$ cat config.mk
export PLATFORM = sky130hd
export DESIGN_NAME = moesi_coherence_ctrl
export DESIGN_NICKNAME = d
export VERILOG_FILES = /design/src/rtl/moesi_pkg.sv /design/src/rtl/moesi_state_array.sv /design/src/rtl/moesi_snoop_unit.sv /design/src/rtl/moesi_local_unit.sv /design/src/rtl/moesi_coherence_ctrl.sv
export SDC_FILE = /design/constraint.sdc
export NUM_CORES = 1
export LEC_CHECK = 0
export BUFFER_PORTS_ARGS = -buffer_cell sky130_fd_sc_hd__buf_2
export CORE_ASPECT_RATIO = 1.5
export CORE_MARGIN = 10
export CORE_UTILIZATION = 31
export DETAILED_ROUTE_END_ITERATION = 6
export SLEW_MARGIN = 5
export SYNTH_ARGS = -nofsm -noshare
export SYNTH_HDL_FRONTEND = slang
export SYNTH_SLANG_ARGS = --single-unit
$ cat constraint.sdc
create_clock -name clk -period 3.64 [get_ports clk]
set_clock_uncertainty 0.2 [all_clocks]
set_input_delay 0.728 -clock clk [delete_from_list [all_inputs] [get_ports clk]]
set_output_delay 0.728 -clock clk [all_outputs]
set_load 0.01 [all_outputs]
$ cat src/rtl/moesi_pkg.sv
package moesi_pkg;

    localparam int STATE_W = 3;

    typedef enum logic [2:0] {
        ST_I = 3'd0,
        ST_S = 3'd1,
        ST_E = 3'd2,
        ST_O = 3'd3,
        ST_M = 3'd4
    } line_state_e;

    typedef enum logic [1:0] {
        CPU_RD    = 2'd0,
        CPU_WR    = 2'd1,
        CPU_EVICT = 2'd2,
        CPU_NOP   = 2'd3
    } cpu_op_e;

    typedef enum logic [1:0] {
        SNP_RD   = 2'd0,
        SNP_RDX  = 2'd1,
        SNP_UPGR = 2'd2,
        SNP_WB   = 2'd3
    } snp_op_e;

    typedef enum logic [1:0] {
        BUS_RD   = 2'd0,
        BUS_RDX  = 2'd1,
        BUS_UPGR = 2'd2,
        BUS_WB   = 2'd3
    } bus_op_e;

    typedef struct packed {
        line_state_e nxt;
        logic        shared;
        logic        supply;
    } snoop_resp_t;

    typedef struct packed {
        line_state_e nxt;
        logic        req;
        bus_op_e     op;
        logic        hit;
    } local_resp_t;

    function automatic logic is_valid(line_state_e s);
        return s != ST_I;
    endfunction

    function automatic logic is_dirty(line_state_e s);
        return (s == ST_M) || (s == ST_O);
    endfunction

    // Reaction of one line to a transaction seen on the bus
    function automatic snoop_resp_t snoop_step(line_state_e s, snp_op_e op);
        snoop_resp_t r;
        r.nxt    = s;
        r.shared = 1'b0;
        r.supply = 1'b0;
        case (op)
            SNP_RD: begin
                r.shared = is_valid(s);
                r.supply = is_dirty(s);
                if (s == ST_M)      r.nxt = ST_O;
                else if (s == ST_E) r.nxt = ST_S;
            end
            SNP_RDX, SNP_UPGR: begin
                r.supply = is_dirty(s);
                r.nxt    = ST_I;
            end
            default: ;
        endcase
        return r;
    endfunction

    // Reaction of one line to its own processor
    function automatic local_resp_t local_step(line_state_e s, cpu_op_e op, logic others_hold);
        local_resp_t r;
        r.nxt = s;
        r.req = 1'b0;
        r.op  = BUS_RD;
        r.hit = 1'b0;
        case (op)
            CPU_RD: begin
                r.hit = is_valid(s);
                if (!is_valid(s)) begin
                    r.req = 1'b1;
                    r.op  = BUS_RD;
                    r.nxt = others_hold ? ST_S : ST_E;
                end
            end
            CPU_WR: begin
                r.hit = is_valid(s);
                r.nxt = ST_M;
                if (s == ST_I) begin
                    r.req = 1'b1;
                    r.op  = BUS_RDX;
                end else if (s == ST_S || s == ST_O) begin
                    r.req = 1'b1;
                    r.op  = BUS_UPGR;
                end
            end
            CPU_EVICT: begin
                r.nxt = ST_I;
                if (is_dirty(s)) begin
                    r.req = 1'b1;
                    r.op  = BUS_WB;
                end
            end
            default: ;
        endcase
        return r;
    endfunction

endpackage

$ cat src/rtl/moesi_state_array.sv
module moesi_state_array
    import moesi_pkg::*;
#(
    parameter int N_LINES = 8
) (
    input  logic                      clk,
    input  logic                      rst,
    input  line_state_e [N_LINES-1:0] nxt_st,
    output line_state_e [N_LINES-1:0] cur_st
);
    for (genvar i = 0; i < N_LINES; i++) begin : g_line
        always_ff @(posedge clk) begin
            if (rst) cur_st[i] <= ST_I;
            else     cur_st[i] <= nxt_st[i];
        end
    end
endmodule

$ cat src/rtl/moesi_snoop_unit.sv
module moesi_snoop_unit
    import moesi_pkg::*;
#(
    parameter int N_LINES = 8,
    localparam int IDX_W  = $clog2(N_LINES)
) (
    input  logic                      snp_valid,
    input  snp_op_e                   snp_op,
    input  logic [IDX_W-1:0]          snp_line,
    input  line_state_e [N_LINES-1:0] cur_st,
    output line_state_e [N_LINES-1:0] post_st,
    output logic                      shared,
    output logic                      supply
);
    logic [N_LINES-1:0] sh_bits;
    logic [N_LINES-1:0] sup_bits;

    for (genvar i = 0; i < N_LINES; i++) begin : g_line
        snoop_resp_t resp;
        logic        sel;
        assign sel         = snp_valid && (snp_line == IDX_W'(i));
        assign resp        = snoop_step(cur_st[i], snp_op);
        assign post_st[i]  = sel ? resp.nxt : cur_st[i];
        assign sh_bits[i]  = sel && resp.shared;
        assign sup_bits[i] = sel && resp.supply;
    end

    assign shared = |sh_bits;
    assign supply = |sup_bits;
endmodule

$ cat src/rtl/moesi_local_unit.sv
module moesi_local_unit
    import moesi_pkg::*;
#(
    parameter int N_LINES = 8,
    localparam int IDX_W  = $clog2(N_LINES)
) (
    input  logic                      cpu_valid,
    input  cpu_op_e                   cpu_op,
    input  logic [IDX_W-1:0]          cpu_line,
    input  logic                      others_hold,
    input  line_state_e [N_LINES-1:0] post_st,
    output line_state_e [N_LINES-1:0] nxt_st,
    output logic                      req,
    output bus_op_e                   req_op,
    output logic                      hit
);
    local_resp_t sel_resp;

    // Acts on the state left by the snoop of the same cycle
    assign sel_resp = local_step(post_st[cpu_line], cpu_op, others_hold);
    assign req      = cpu_valid && sel_resp.req;
    assign req_op   = sel_resp.op;
    assign hit      = cpu_valid && sel_resp.hit;

    for (genvar i = 0; i < N_LINES; i++) begin : g_line
        assign nxt_st[i] = (cpu_valid && cpu_line == IDX_W'(i)) ? sel_resp.nxt : post_st[i];
    end
endmodule

$ cat src/rtl/moesi_coherence_ctrl.sv
module moesi_coherence_ctrl
    import moesi_pkg::*;
#(
    parameter int N_LINES = 8,
    localparam int IDX_W  = $clog2(N_LINES)
) (
    input  logic                       clk,
    input  logic                       rst,
    input  logic                       cpu_valid,
    input  logic [1:0]                 cpu_op,
    input  logic [IDX_W-1:0]           cpu_line,
    input  logic                       bus_shared_in,
    input  logic                       snp_valid,
    input  logic [1:0]                 snp_op,
    input  logic [IDX_W-1:0]           snp_line,
    output logic                       bus_req_valid,
    output logic [1:0]                 bus_req_op,
    output logic [IDX_W-1:0]           bus_req_line,
    output logic                       snp_shared_out,
    output logic                       snp_supply_out,
    output logic                       cpu_hit,
    output logic [STATE_W*N_LINES-1:0] state_vec
);
    line_state_e [N_LINES-1:0] cur_st;
    line_state_e [N_LINES-1:0] post_st;
    line_state_e [N_LINES-1:0] nxt_st;
    logic    shared_c, supply_c, req_c, hit_c;
    bus_op_e req_op_c;

    moesi_state_array #(.N_LINES(N_LINES)) u_array (
        .clk    (clk),
        .rst    (rst),
        .nxt_st (nxt_st),
        .cur_st (cur_st)
    );

    moesi_snoop_unit #(.N_LINES(N_LINES)) u_snoop (
        .snp_valid (snp_valid),
        .snp_op    (snp_op_e'(snp_op)),
        .snp_line  (snp_line),
        .cur_st    (cur_st),
        .post_st   (post_st),
        .shared    (shared_c),
        .supply    (supply_c)
    );

    moesi_local_unit #(.N_LINES(N_LINES)) u_local (
        .cpu_valid   (cpu_valid),
        .cpu_op      (cpu_op_e'(cpu_op)),
        .cpu_line    (cpu_line),
        .others_hold (bus_shared_in),
        .post_st     (post_st),
        .nxt_st      (nxt_st),
        .req         (req_c),
        .req_op      (req_op_c),
        .hit         (hit_c)
    );

    always_ff @(posedge clk) begin
        if (rst) begin
            bus_req_valid  <= 1'b0;
            bus_req_op     <= 2'd0;
            bus_req_line   <= '0;
            snp_shared_out <= 1'b0;
            snp_supply_out <= 1'b0;
            cpu_hit        <= 1'b0;
        end else begin
            bus_req_valid  <= req_c;
            bus_req_op     <= req_op_c;
            bus_req_line   <= cpu_line;
            snp_shared_out <= shared_c;
            snp_supply_out <= supply_c;
            cpu_hit        <= hit_c;
        end
    end

    assign state_vec = cur_st;
endmodule

======== Word level (Yosys, flattened, before mapping) ========
Cells that the tools add are included.
storage, ports and cells
  flip-flop bits (word level) ............. 33
  bits in latches ......................... 0
  memory bits (writable) .................. 0
  bits in read-only memories .............. 0
  bits of input ports ..................... 15
  output and inout bits ................... 33
  word-level logic and storage cells ...... 188
  memories kept ........................... 0
operators by class
  add/sub/neg operators ................... 0
  $mul .................................... 0
  div/mod/pow operators ................... 0
  magnitude comparators ................... 1
  eq/ne operators ......................... 45
  shift-type cells ........................ 0
  muxes and demuxes ....................... 65
  bitwise gates (word level) .............. 0
  reductions and logical operators ........ 63
operators by type and width
  cell                                                  number
  2-to-1 mux 3 bit                                      36
  equality test 3 x 2 -> 1 bit (second input constant)  21
  equality test 3 bit (second input constant)           17
  one-hot mux 3 bit (2 select lines)                    8
  logical AND 1 bit                                     34
  nonzero test 3 bit                                    9
  one-hot mux 6 bit (3 select lines)                    1
  2-to-1 mux 1 bit                                      17
  OR reduction 8 bit                                    2
  logical OR 1 bit                                      10
  binary-select mux 3 bit (select 3 bit)                1
  equality test 3 x 1 -> 1 bit (second input constant)  3
  logical NOT 3 bit                                     3
  2-to-1 mux 6 bit                                      1
  equality test 2 x 1 -> 1 bit (second input constant)  2
  equality test 2 bit (second input constant)           2
  logical NOT 2 bit                                     2
  < comparator 3 x 4 -> 1 bit (second input constant)   1
  OR reduction 2 bit                                    2
  OR reduction 3 bit                                    1
  2-to-1 mux 2 bit                                      1

======== Depth between registers and ports, before layout ========
  depth in word-level cells ............... 13
  gate-level depth with buffers ........... 10
  mapped depth without buffers ............ 8

======== Hierarchy ========
A second synthesis with hierarchy kept.
second synthesis, totals
  cell total of the unflattened synthesis .. 378
  area, all modules ....................... 2939.1 um^2
modules (own cells, without submodules)
  module                instances  cells each  area each (um^2)  sequential area each (um^2)
  moesi_local_unit      1          160         1072.3            0.0
  moesi_snoop_unit      1          150         937.1             0.0
  moesi_state_array     1          50          693.2             480.5
  moesi_coherence_ctrl  1          18          236.5             180.2

======== Least setup slack after synthesis ========
OpenSTA, ideal clock, no wires.
  path type ............................... input-to-reg
  start ................................... input snp_line[1]
  end ..................................... register bus_req_valid
  library setup time ...................... 0.074 ns
  data arrival time ....................... 2.593 ns
  required time ........................... 3.366 ns
  slack ................................... 0.773 ns
  stages .................................. 7
  buffers on the path ..................... 1
  cell sequence ........................... or4b_1 -> buf_2 -> o31ai_2 -> a221oi_1 -> a31o_1 -> or4_4 -> a31oi_2
on the way
  cells in the longest elaborated chain, start to end .. 11
  elaborated cells between the ends (all ways) .. 39
  classes of those cells .................. eq/ne: 10; mux: 15; reduce/logical: 14
ends and longest elaborated chain
  what                                                                          line                              RTL
  start: declaration                                                            moesi_coherence_ctrl.sv:15        input logic [IDX_W-1:0] snp_line,
  equality test 3 x 1 -> 1 bit (tied with other cells)                          moesi_snoop_unit.sv:21            assign sel = snp_valid && (snp_line == IDX_W'(i));
  logical AND 1 bit                                                             moesi_snoop_unit.sv:21
  2-to-1 mux 3 bit                                                              moesi_snoop_unit.sv:23            assign post_st[i] = sel ? resp.nxt : cur_st[i];
  binary-select mux 3 bit (select 3 bit) *                                      moesi_local_unit.sv:20            assign sel_resp = local_step(post_st[cpu_line], cpu_op, others_hold);
  2-to-1 mux 3 bit (not written as such) *                                      moesi_local_unit.sv:20
  equality test 3 x 1 -> 1 bit or equality test 3 x 2 -> 1 bit (tied branches)  moesi_pkg.sv:99, moesi_pkg.sv:52
  logical OR 1 bit                                                              moesi_pkg.sv:99                   end else if (s == ST_S || s == ST_O) begin
  2-to-1 mux 3 bit                                                              moesi_pkg.sv:99
  2-to-1 mux 3 bit                                                              moesi_pkg.sv:96                   if (s == ST_I) begin
  one-hot mux 6 bit (3 select lines) *                                          moesi_pkg.sv:84                   case (op)
  logical AND 1 bit *                                                           moesi_local_unit.sv:21            assign req = cpu_valid && sel_resp.req;
  end signal: assignment                                                        moesi_coherence_ctrl.sv:68        bus_req_valid <= req_c;
  end: declaration                                                              moesi_coherence_ctrl.sv:16        output logic bus_req_valid,
Every way passes the cells marked *; elsewhere a longest branch is shown, timed or not. The select of a mux whose other input is x is not followed.
A chain may end at the register's enable or synchronous reset.

======== Worst setup path in the final report ========
  start ................................... input snp_op[0]
  end ..................................... register u_array.cur_st[17] in the netlist's numbering
on the way
  cells in the longest elaborated chain, start to end .. 10
  elaborated cells between the ends (all ways) .. 26
  classes of those cells .................. eq/ne: 2; mux: 21; reduce/logical: 3
ends and longest elaborated chain
  what                                                                 line                        RTL
  start: declaration                                                   moesi_coherence_ctrl.sv:14  input logic [1:0] snp_op,
  equality test 2 x 1 -> 1 bit or equality test 2 bit (tied branches)  moesi_pkg.sv:61             case (op)
  OR reduction 2 bit                                                   moesi_pkg.sv:61
  one-hot mux 3 bit (2 select lines)                                   moesi_pkg.sv:61
  2-to-1 mux 3 bit                                                     moesi_snoop_unit.sv:23
  binary-select mux 3 bit (select 3 bit)                               moesi_local_unit.sv:20
  2-to-1 mux 3 bit (not written as such)                               moesi_local_unit.sv:20
  nonzero test 3 bit                                                   moesi_pkg.sv:48             return s != ST_I;
  2-to-1 mux 6 bit                                                     moesi_pkg.sv:87             if (!is_valid(s)) begin
  one-hot mux 6 bit (3 select lines)                                   moesi_pkg.sv:84
  2-to-1 mux 3 bit *                                                   moesi_local_unit.sv:26      assign nxt_st[i] = (cpu_valid && cpu_line == IDX_W'(i)) ? sel_resp.nxt : post_st[i];
  end signal: indexed assignment                                       moesi_state_array.sv:14     else cur_st[i] <= nxt_st[i];
  end: declaration                                                     moesi_state_array.sv:9      output line_state_e [N_LINES-1:0] cur_st
Marked as above.

==> reports/results.ini <==
[run_status]
status=completed

[synth]
yosysWarnings=0
synth_top_area_share=0.261
synthTopCellsByArea=dfxtp_1, nor2_1, a21oi_1
yosysSeqAreaShare=0.261
synth_cells=332
yosysUniqueCellTypes=65
netlist_top_cells_count=nor2_1, dfxtp_1, a21oi_1, nand2_1, o21ai_0
synth_top_cell_by_area=dfxtp_1
syn_nets=347
synth_edf_count=0
avgSynthCellArea_sq_um=7.62
synth_most_common_cell=nor2_1
synth_flop_cell=dfxtp_1
synth_seq_cells=33
synth_area_sq_mm=0.00253
async_flop_share=0

[clock_tree]
cts_resized=0
cts.sinks=33
clock_latency_ps=290
cts_inserted_buffers=5
post-cts-setup-buffers=0
cts_buffer_depth=2
cts_root_buf=clkbuf_16
cts_tree=built
htree_levels=2
cts.reportedPaths.clkPinSlew_ps=50
hold_buffers=0

[drt]
wl_per_cell_um=18.7
drt.antenna.violating_nets=0
vias=2849
routed_wl_um=8960
vias_per_cell=5.95
dr.pass1.iters=5
drt_iter0_markers=247
drc_errors=0

[critical_path]
cp.arrival_ps=3130
cp_max_fo=8
max_stage_delay_ps=440
path_class=in -> reg
worstSetupEndpointType=flop
crit_chain=buf_2 > or2_1 > o2111ai_1 > a21boi_0 > nor4_1 > and3_1 > inv_2 > maj3_2 > a211oi_2
slowest_stage=maj3_2
start_kind=primary input
cp_data_required_time_ps=3640

[global_route]
overflow=0
first_global_vias=2722
grt_max_degree=24
grt_pass1_wl_um=14100
antenna_found_initial=0
track_usage=0.146

[sta]
relSlewSlack=0.525
drv_slew=0
timing.final.crit_share=0.858
rsz0062_at_grt=no
hold_viol_final=0
setup-tns-final_ps=0
fmax_mhz=320
finalSetupViolations=0
min_period_ps=3120
tightest_slew_ps=708

[final_layout]
nets=388
final_util=0.375
diodes=0
drive_above_1_share=0.235
area_growth_pct=18.7
fillers=896

[power]
switching_power_mw=0.312
max-vdd-ir-drop_uv=153
powerDensity_mw_per_mm2=337
power_frac_clock=0.407
power_frac_seq=0.389
p_comb_frac=0.205
sw_frac_of_total=0.309
p_int_mw=0.699
p_leak_nw=1.09

[place]
place_congestion=0.925
portBuffers=47
hpwl_um=6830

[die]
core_sq_mm=0.00801
io_pins=48
die_h_um=131
initial_utilization=0.316
die_area_sq_mm=0.0123
die_w_um=93.8
rows=40

[worst_hold_path]
hp-class=reg -> reg

[job]
cap_violations=0

-- cells by family (layout without fill, tap and decap cells) --
family / Yosys count / in the layout / synth area share
DFF: 33 / 33 / 0.261
AOI/OAI and AO/OA: 128 / 128 / 0.368
and+or+nand+nor: 136 / 136 / 0.288
muxes: 1 / 1 / 0.00445
xor gates and xnor gates: 9 / 9 / 0.0311
adders and majority gates: 1 / 1 / 0.00445
buffers and inverters: 24 / 66 / 0.0430
-- sequential cells by signal, summed over array words and instances (netlist names) --
signal,flops
cpu_hit,1
bus_req_line,3
bus_req_op,2
snp_supply_out,1
u_array.cur_st,24
snp_shared_out,1
bus_req_valid,1
-- worst max-delay path, delay by kind of cell --
family          cells  cell delay (ps)
simple gates        3             1130
compound gates      3              620
fa+ha+maj           1              440
buf+inv             2              210
-- layer usage --
metal | vias to the layer above | wire, um | track usage | part of all wire
li1 | 1341 | - | - | -
met1 | 1342 | 3500 | 0.159 | 0.39
met2 | 132 | 4480 | 0.253 | 0.50
met3 | 34 | 491 | 0.0246 | 0.055
met4 | 0 | 482 | 0.101 | 0.054
met5 | - | 0 | 0 | 0
-- power by group through the flow --
stage | clock network, mW | registers (mW) | logic, mW
6_report | 0.411 | 0.393 | 0.207
3_5_place_dp | 0 | 0.400 | 0.204
5_1_grt | 0.429 | 0.395 | 0.225
3_3_place_gp | 0 | 0.400 | 0.202
4_1_cts | 0.416 | 0.393 | 0.205
2_1_floorplan | 0 | 0.402 | 0.128
-- final cells by class --
cell class                      count  area, sq um  area share
Multi-Input combinational cell    275         1760       0.586
Timing Repair Buffer               53          293      0.0975
Inverter                            5         18.8     0.00625
Tap cell                          105          131      0.0437
Clock inverter                      2         10.0     0.00333
Clock buffer                        6          129      0.0429
Sequential cell                    33          661       0.220
-- placed cells by master, fill, tap and decap left out, types with 7 or more instances in the layout --
master | synthesis | final
buf_2 | 6 | 47
nor2_1 | 43 | 43
dfxtp_1 | 33 | 33
a21oi_1 | 31 | 31
nand2_1 | 26 | 26
o21ai_0 | 20 | 20
o31ai_1 | 13 | 13
a211oi_2 | 11 | 11
nor3_1 | 10 | 10
nand2b_1 | 8 | 8
nor2b_1 | 8 | 8
nand3_1 | 7 | 7
-- worst paths after layout --
kind	startpoint	to	slack [ps]	depth (start not counted)
max	snp_op[0]	u_array.cur_st[17]	520	9
max reg2reg	u_array.cur_st[12]	u_array.cur_st[17]	920	8
min	u_array.cur_st[20]	u_array.cur_st[20]	480	2
min reg2reg	u_array.cur_st[20]	u_array.cur_st[20]	480	2
-- per-stage QoR --
| step | power [mW] | cells | hold slack [ps] | cell area, sq um | setup WS [ps] |
|---|---|---|---|---|---|
| 3_5_place_dp | 0.604 | 471 | 461 | 2870 | 257 |
| 3_3_place_gp | 0.602 | 471 | 463 | 2870 | 294 |
| 5_1_grt | 1.05 | 479 | 505 | 3000 | 317 |
| 6_report | 1.01 | 479 | 475 | 3000 | 517 |
| 4_1_cts | 1.01 | 479 | 479 | 3000 | 547 |
| 2_1_floorplan | 0.530 | 332 | 452 | 2530 | 773 |
(Power assumes the default switching activity.)
